## src/rtl/spirdy_pkg.sv

```systemverilog
package spirdy_pkg;

    // Pin bundle after synchronisation
    typedef struct packed {
        logic sclk;
        logic mosi;
        logic cs_n;
    } spi_pins_t;

    // Events the shifter reports to the control logic
    typedef struct packed {
        logic sclk_rise;
        logic desel_rise;
        logic busy;
        logic done;
    } shift_evt_t;

    // Sticky error flags
    typedef struct packed {
        logic ovf;
        logic wcol;
        logic abort;
    } err_flags_t;

    localparam err_flags_t FLAGS_CLEAR = '{ovf: 1'b0, wcol: 1'b0, abort: 1'b0};

    function automatic int unsigned cnt_width(input int unsigned bits);
        return (bits < 2) ? 1 : $clog2(bits);
    endfunction

endpackage

```

## src/rtl/spirdy_sync.sv

```systemverilog
module spirdy_sync #(
    parameter int unsigned W       = 3,
    parameter int unsigned STAGES  = 2,
    parameter logic [W-1:0] RST_VAL = '0
) (
    input  logic         clk,
    input  logic         rst,
    input  logic [W-1:0] d,
    output logic [W-1:0] q
);
    logic [STAGES-1:0][W-1:0] stg;

    always_ff @(posedge clk) begin
        if (rst) begin
            stg <= {STAGES{RST_VAL}};
        end else begin
            stg[0] <= d;
            for (int i = 1; i < STAGES; i++) begin
                stg[i] <= stg[i-1];
            end
        end
    end

    assign q = stg[STAGES-1];
endmodule

```

## src/rtl/spirdy_shift.sv

```systemverilog
module spirdy_shift
    import spirdy_pkg::*;
#(
    parameter int unsigned DATA_W = 8
) (
    input  logic              clk,
    input  logic              rst,
    input  spi_pins_t         pins,
    input  logic [DATA_W-1:0] tx_byte,
    output shift_evt_t        evt,
    output logic [DATA_W-1:0] rx_byte,
    output logic              miso
);
    localparam int unsigned CNT_W = cnt_width(DATA_W);
    localparam logic [CNT_W-1:0] LAST = CNT_W'(DATA_W - 1);

    logic              sclk_q;
    logic              cs_q;
    logic [CNT_W-1:0]  bit_cnt;
    logic [DATA_W-1:0] rx_sh;
    logic [DATA_W-1:0] tx_sh;
    logic              rise;
    logic              fall;

    assign rise = pins.sclk & ~sclk_q & ~pins.cs_n;
    assign fall = ~pins.sclk & sclk_q & ~pins.cs_n;

    always_ff @(posedge clk) begin
        if (rst) begin
            sclk_q  <= 1'b0;
            cs_q    <= 1'b1;
            bit_cnt <= '0;
            rx_sh   <= '0;
            tx_sh   <= '0;
        end else begin
            sclk_q <= pins.sclk;
            cs_q   <= pins.cs_n;
            if (pins.cs_n) begin
                bit_cnt <= '0;
                tx_sh   <= tx_byte;
            end else if (rise) begin
                rx_sh   <= {rx_sh[DATA_W-2:0], pins.mosi};
                bit_cnt <= (bit_cnt == LAST) ? '0 : bit_cnt + 1'b1;
            end else if (bit_cnt == '0) begin
                tx_sh <= tx_byte;
            end else if (fall) begin
                tx_sh <= {tx_sh[DATA_W-2:0], 1'b0};
            end
        end
    end

    assign evt.sclk_rise  = rise;
    assign evt.desel_rise = pins.cs_n & ~cs_q;
    assign evt.busy       = (bit_cnt != '0);
    assign evt.done       = rise && (bit_cnt == LAST);
    assign rx_byte        = {rx_sh[DATA_W-2:0], pins.mosi};
    assign miso           = ~pins.cs_n & tx_sh[DATA_W-1];


    desel_align_chk: assert property (@(posedge clk) disable iff (rst)
        evt.desel_rise |=> !evt.busy && !evt.done);


    byte_end_chk: assert property (@(posedge clk) disable iff (rst)
        evt.done |=> !evt.busy);
endmodule

```

## src/rtl/spirdy_ctrl.sv

```systemverilog
module spirdy_ctrl
    import spirdy_pkg::*;
#(
    parameter int unsigned DATA_W = 8
) (
    input  logic              clk,
    input  logic              rst,
    input  shift_evt_t        evt,
    input  logic [DATA_W-1:0] rx_byte,
    input  logic              tx_wr,
    input  logic              tx_arm,
    input  logic [DATA_W-1:0] tx_data,
    input  logic              rx_rd,
    input  logic              flag_clr,
    output logic [DATA_W-1:0] tx_buf,
    output logic [DATA_W-1:0] rx_hold,
    output logic              rx_full,
    output err_flags_t        flags,
    output logic              ready
);
    logic accept;
    logic take_rx;

    assign accept  = tx_wr & ~evt.busy;
    assign take_rx = evt.done & (~rx_full | rx_rd);

    always_ff @(posedge clk) begin
        if (rst) begin
            tx_buf  <= '0;
            rx_hold <= '0;
            rx_full <= 1'b0;
            flags   <= FLAGS_CLEAR;
            ready   <= 1'b0;
        end else begin
            if (accept) begin
                tx_buf <= tx_data;
            end

            if (take_rx) begin
                rx_hold <= rx_byte;
                rx_full <= 1'b1;
            end else if (rx_rd) begin
                rx_full <= 1'b0;
            end

            if (flag_clr) begin
                flags <= FLAGS_CLEAR;
            end
            if (evt.done && rx_full && !rx_rd) begin
                flags.ovf <= 1'b1;
            end
            if (tx_wr && evt.busy) begin
                flags.wcol <= 1'b1;
            end
            if (evt.desel_rise && (evt.busy || ready)) begin
                flags.abort <= 1'b1;
            end

            if (evt.sclk_rise || evt.desel_rise) begin
                ready <= 1'b0;
            end else if (accept && tx_arm) begin
                ready <= 1'b1;
            end
        end
    end


    ovf_cause_chk: assert property (@(posedge clk) disable iff (rst)
        $rose(flags.ovf) |-> $past(rx_full));


    full_clear_chk: assert property (@(posedge clk) disable iff (rst)
        rx_rd && !evt.done |=> !rx_full);


    wcol_discard_chk: assert property (@(posedge clk) disable iff (rst)
        tx_wr && evt.busy |=> $stable(tx_buf));
endmodule

```

## src/rtl/spirdy_slave.sv

```systemverilog
module spirdy_slave
    import spirdy_pkg::*;
#(
    parameter int unsigned DATA_W      = 8,
    parameter int unsigned SYNC_STAGES = 2
) (
    input  logic              clk,
    input  logic              rst,
    input  logic              sclk_i,
    input  logic              mosi_i,
    input  logic              cs_n_i,
    output logic              miso_o,
    output logic              ready_o,
    input  logic              tx_wr_i,
    input  logic              tx_arm_i,
    input  logic [DATA_W-1:0] tx_data_i,
    input  logic              rx_rd_i,
    output logic [DATA_W-1:0] rx_data_o,
    output logic              rx_full_o,
    output logic              ovf_o,
    output logic              wcol_o,
    output logic              abort_o,
    input  logic              flag_clr_i
);
    localparam int unsigned PIN_W = $bits(spi_pins_t);
    localparam spi_pins_t PIN_IDLE = '{sclk: 1'b0, mosi: 1'b0, cs_n: 1'b1};

    spi_pins_t         pins_raw;
    spi_pins_t         pins_s;
    shift_evt_t        evt;
    logic [DATA_W-1:0] rx_byte;
    logic [DATA_W-1:0] tx_buf;
    err_flags_t        flags;

    assign pins_raw = '{sclk: sclk_i, mosi: mosi_i, cs_n: cs_n_i};

    spirdy_sync #(
        .W       (PIN_W),
        .STAGES  (SYNC_STAGES),
        .RST_VAL (PIN_IDLE)
    ) u_sync (
        .clk (clk),
        .rst (rst),
        .d   (pins_raw),
        .q   (pins_s)
    );

    spirdy_shift #(.DATA_W(DATA_W)) u_shift (
        .clk     (clk),
        .rst     (rst),
        .pins    (pins_s),
        .tx_byte (tx_buf),
        .evt     (evt),
        .rx_byte (rx_byte),
        .miso    (miso_o)
    );

    spirdy_ctrl #(.DATA_W(DATA_W)) u_ctrl (
        .clk      (clk),
        .rst      (rst),
        .evt      (evt),
        .rx_byte  (rx_byte),
        .tx_wr    (tx_wr_i),
        .tx_arm   (tx_arm_i),
        .tx_data  (tx_data_i),
        .rx_rd    (rx_rd_i),
        .flag_clr (flag_clr_i),
        .tx_buf   (tx_buf),
        .rx_hold  (rx_data_o),
        .rx_full  (rx_full_o),
        .flags    (flags),
        .ready    (ready_o)
    );

    assign ovf_o   = flags.ovf;
    assign wcol_o  = flags.wcol;
    assign abort_o = flags.abort;


    ready_busy_chk: assert property (@(posedge clk) disable iff (rst)
        evt.busy |-> !ready_o);


    miso_idle_chk: assert property (@(posedge clk) disable iff (rst)
        pins_s.cs_n |-> !miso_o);
endmodule

```

## config.mk

```make
export PLATFORM = sky130hd
export DESIGN_NAME = spirdy_slave
export DESIGN_NICKNAME = d
export VERILOG_FILES = /design/src/rtl/spirdy_pkg.sv /design/src/rtl/spirdy_sync.sv /design/src/rtl/spirdy_shift.sv /design/src/rtl/spirdy_ctrl.sv /design/src/rtl/spirdy_slave.sv
export SDC_FILE = /design/constraint.sdc
export NUM_CORES = 1
export LEC_CHECK = 0
export ABC_AREA = 0
export BUFFER_PORTS_ARGS = -buffer_cell sky130_fd_sc_hd__buf_2
export CORE_AREA = 2 2 58 60
export CTS_BUF_LIST = sky130_fd_sc_hd__clkbuf_4
export CTS_CLUSTER_DIAMETER = 100
export CTS_CLUSTER_SIZE = 8
export DETAILED_ROUTE_END_ITERATION = 6
export DIE_AREA = 0 0 60 62
export GPL_ROUTABILITY_DRIVEN = 0
export GPL_TIMING_DRIVEN = 1
export HOLD_SLACK_MARGIN = 0.08
export PLACE_DENSITY_LB_ADDON = 0.25
export SLEW_MARGIN = 40
export SYNTH_ARGS = -nofsm -noshare
export SYNTH_HDL_FRONTEND = slang
export SYNTH_SLANG_ARGS = --single-unit
```

## constraint.sdc

```tcl
create_clock -name clk -period 3.4 [get_ports clk]
set_input_delay 0.17 -clock clk [delete_from_list [all_inputs] [get_ports clk]]
set_output_delay 0.17 -clock clk [all_outputs]
set_load 0.03 [all_outputs]
```

==> results.tsv <==
metric	value	unit
fin_util	0.670	
dp_hpwl	2.39	mm
met2_usage	0.345	
grt.busiest_layer	met2	
worst_hold_slack	0.101	ns
drv_slew	0	
final_cell_mix	dfxtp_1, buf_2, nand2_1	
worstHoldStart	flag_clr_i	
cp.required	3.68	ns
layout-drive-gt1-share	0.201	
intPower	0.673	mW
skew	0.0119	ns
syn_avg_cell_area	9.47	µm²
rrSetupSlack	1.65	ns
p_comb_frac	0.065	
hold_end	u_ctrl.flags[0]	
p_sw_frac	0.244	
grt_pass1_wl	5.67	mm
port-buffer-count	30	
ys_seq_elements	47	
via_per_inst	5.30	
use_met3	0.0559	
end_kind	register	
std_cell_rows	21	
hold_viol	0	
avgRoutedWirePerCell	12.8	µm
syn_inst	190	
cts_inserted_buffers	5	
start_util	0.566	
dpl_cell_area	1960	µm²
r2r_cells	6	
maxSlewHeadroom	0.501	
first_pass_iters	4	
clk_path_buf_depth	2	
overflow	0	
tritoncts	yes	
tightest_slew	0.749	ns
vdd_drop_max	308	µV
dieArea	3720	µm²
rsz0062_at_grt	false	
grt_max_degree	45	
timing.final.ws_setup	1.65	ns
pwr_density_cell	418	nW/µm²
die_h	62	µm
first_global_vias	1305	
finalSetupViolCount	0	
post-route-min-period	1.75	ns
met1_usage	0.257	
wirelength	3.51	mm
cts_setup_buffers	0	
path_class	register to register	
worst_setup_path_start_kind	register	
remaining_drc_errors	0	
synth_warnings	0	
ant_nets	0	
yosys.cell_types.count	28	
cp_max_fo	12	
core_region_area	3180	µm²
fp.dieW	60	µm
antenna_found_initial	0	
p_sw	0.218	mW
yosysSeqAreaShare	0.523	
p_leak	0.893	nW
clkPwrFrac	0.290	
syn_to_final_growth	18.4	%
syn_nets	210	
final_common_cell	dfxtp_1	
drt_iter0_markers	48	
crit_arrival	2.03	ns
grt_use_total	0.209	
pre_cts_ws	1.40	ns
power_frac_seq	0.645	
min_path_type	primary input to register	
r2r_start	u_shift.bit_cnt[0]	
outcome	finished, final reports clean	
root_buffer	clkbuf_4	
fin_area	2130	µm²
syn-cell-area	1800	µm²
reg2reg_to	u_shift.tx_sh[5]	
timing.setup.tns	0	ns
synthArstFlopShare	0	
fin_crit_sh	0.514	
hold_depth	3	
clock.fmax	573	MHz
clk_latency	0.37	ns
io_pins	31	
via_count	1458	
clock-sinks	47	
synth_top_flop_cell	dfxtp_1	
synth_enable_flop_cells	0	
drv_cap	0	
fin_nets	248	
antenna_cells	0	
cts.clk_slew.worst_paths	0.14	ns
htreeDepth	2	
==> cells in the mapped netlist (all sizes together), types with 3 or more instances <==
library cell | count | share of area
nor2b | 11 | 0.038
ha | 3 | 0.021
nand2 | 24 | 0.050
nor2 | 21 | 0.048
clkbuf | 7 | 0.015
dfxtp | 47 | 0.52
mux2i | 16 | 0.089
nand2b | 4 | 0.015
or2 | 3 | 0.010
a221oi | 7 | 0.034
buf | 3 | 0.012
nand3 | 9 | 0.032
inv | 4 | 0.0083
a21oi | 21 | 0.058
==> critical path, stage by stage (launching register included) <==
cell,delay [ns]
dfxtp_1,0.36
inv_1,0.06
ha_1,0.16
nor2b_2,0.48
nor2_4,0.15
mux2i_1,0.16
a221oi_1,0.31
==> area by class of cell <==
type | instances | area [µm²]
clock inverter | 3 | 20.0
tap | 46 | 57.6
inverter | 4 | 15.0
timing repair buffer | 41 | 260
sequential | 47 | 941
multi-input combinational | 129 | 798
fill | 257 | 1050
clock buffer | 5 | 37.5
==> timing repair <==
| item | in CTS | in global routing |
|---|---|---|
| resized for setup | 0 | 0 |
| hold buffers | 11 | 0 |
| endpoints found under the hold margin | 11 | 0 |
| endpoints found under the setup margin | 0 | 0 |
==> layer usage <==
metal  up-vias  part of all wire
li1        724                 -
met1       692              0.47
met2        32              0.47
met3        10             0.043
met4         0             0.020
met5         -                 0
==> stage by stage <==
| stage | cells | power, mW |
|---|---|---|
| floorplan | 190 | 0.617 |
| global placement | 256 | 0.631 |
| detailed placement | 256 | 0.634 |
| CTS | 275 | 0.896 |
| global route | 275 | 0.925 |
| finish | 275 | 0.891 |
==> cell families (layout without fill, tap and decap cells) <==
| group | count (synthesis) | after routing | share of synthesized area |
|---|---|---|---|
| AND/OR/NAND/NOR | 77 | 77 | 0.220 |
| AO/OA/AOI/OAI | 32 | 32 | 0.106 |
| flip-flops | 47 | 47 | 0.523 |
| adder cells (fa/ha/maj) | 4 | 4 | 0.0271 |
| buffers and inverters | 14 | 53 | 0.0348 |
| multiplexers | 16 | 16 | 0.0890 |
==> worst max path at each step <==
stage	from	to	slack, ns	depth (start not counted)
after floorplan	u_shift.bit_cnt[0]	u_shift.tx_sh[1]	1.99	6
after global placement	u_shift.bit_cnt[0]	u_shift.tx_sh[1]	1.53	6
after detailed placement	u_shift.bit_cnt[1]	u_ctrl.tx_buf[1]	1.40	6
after CTS	u_shift.bit_cnt[1]	u_ctrl.tx_buf[1]	1.37	6
after global routing	u_sync.q[0]	u_ctrl.rx_hold[0]	1.49	4
final	u_shift.bit_cnt[0]	u_shift.tx_sh[5]	1.65	6
==> state kept, by name, indices dropped and copies added, names as in the netlist <==
signal / flops
u_ctrl.rx_hold: 8
u_ctrl.tx_buf: 8
u_shift.tx_sh: 8
u_shift.rx_sh: 7
u_ctrl.flags: 3
u_shift.bit_cnt: 3
u_sync.q: 3
u_sync.stg: 3
u_ctrl.ready: 1
u_ctrl.rx_full: 1
u_shift.cs_q: 1
u_shift.sclk_q: 1
==> power groups by stage <==
| stage | clock (mW) | sequential, mW | combinational, mW |
|---|---|---|---|
| 2_1_floorplan | 0 | 0.584 | 0.0334 |
| 3_3_place_gp | 0 | 0.586 | 0.0454 |
| 3_5_place_dp | 0 | 0.587 | 0.0476 |
| 4_1_cts | 0.264 | 0.574 | 0.0576 |
| 5_1_grt | 0.285 | 0.576 | 0.0639 |
| 6_report | 0.258 | 0.574 | 0.0579 |
No activity file was read; power rests on OpenSTA's default activity.
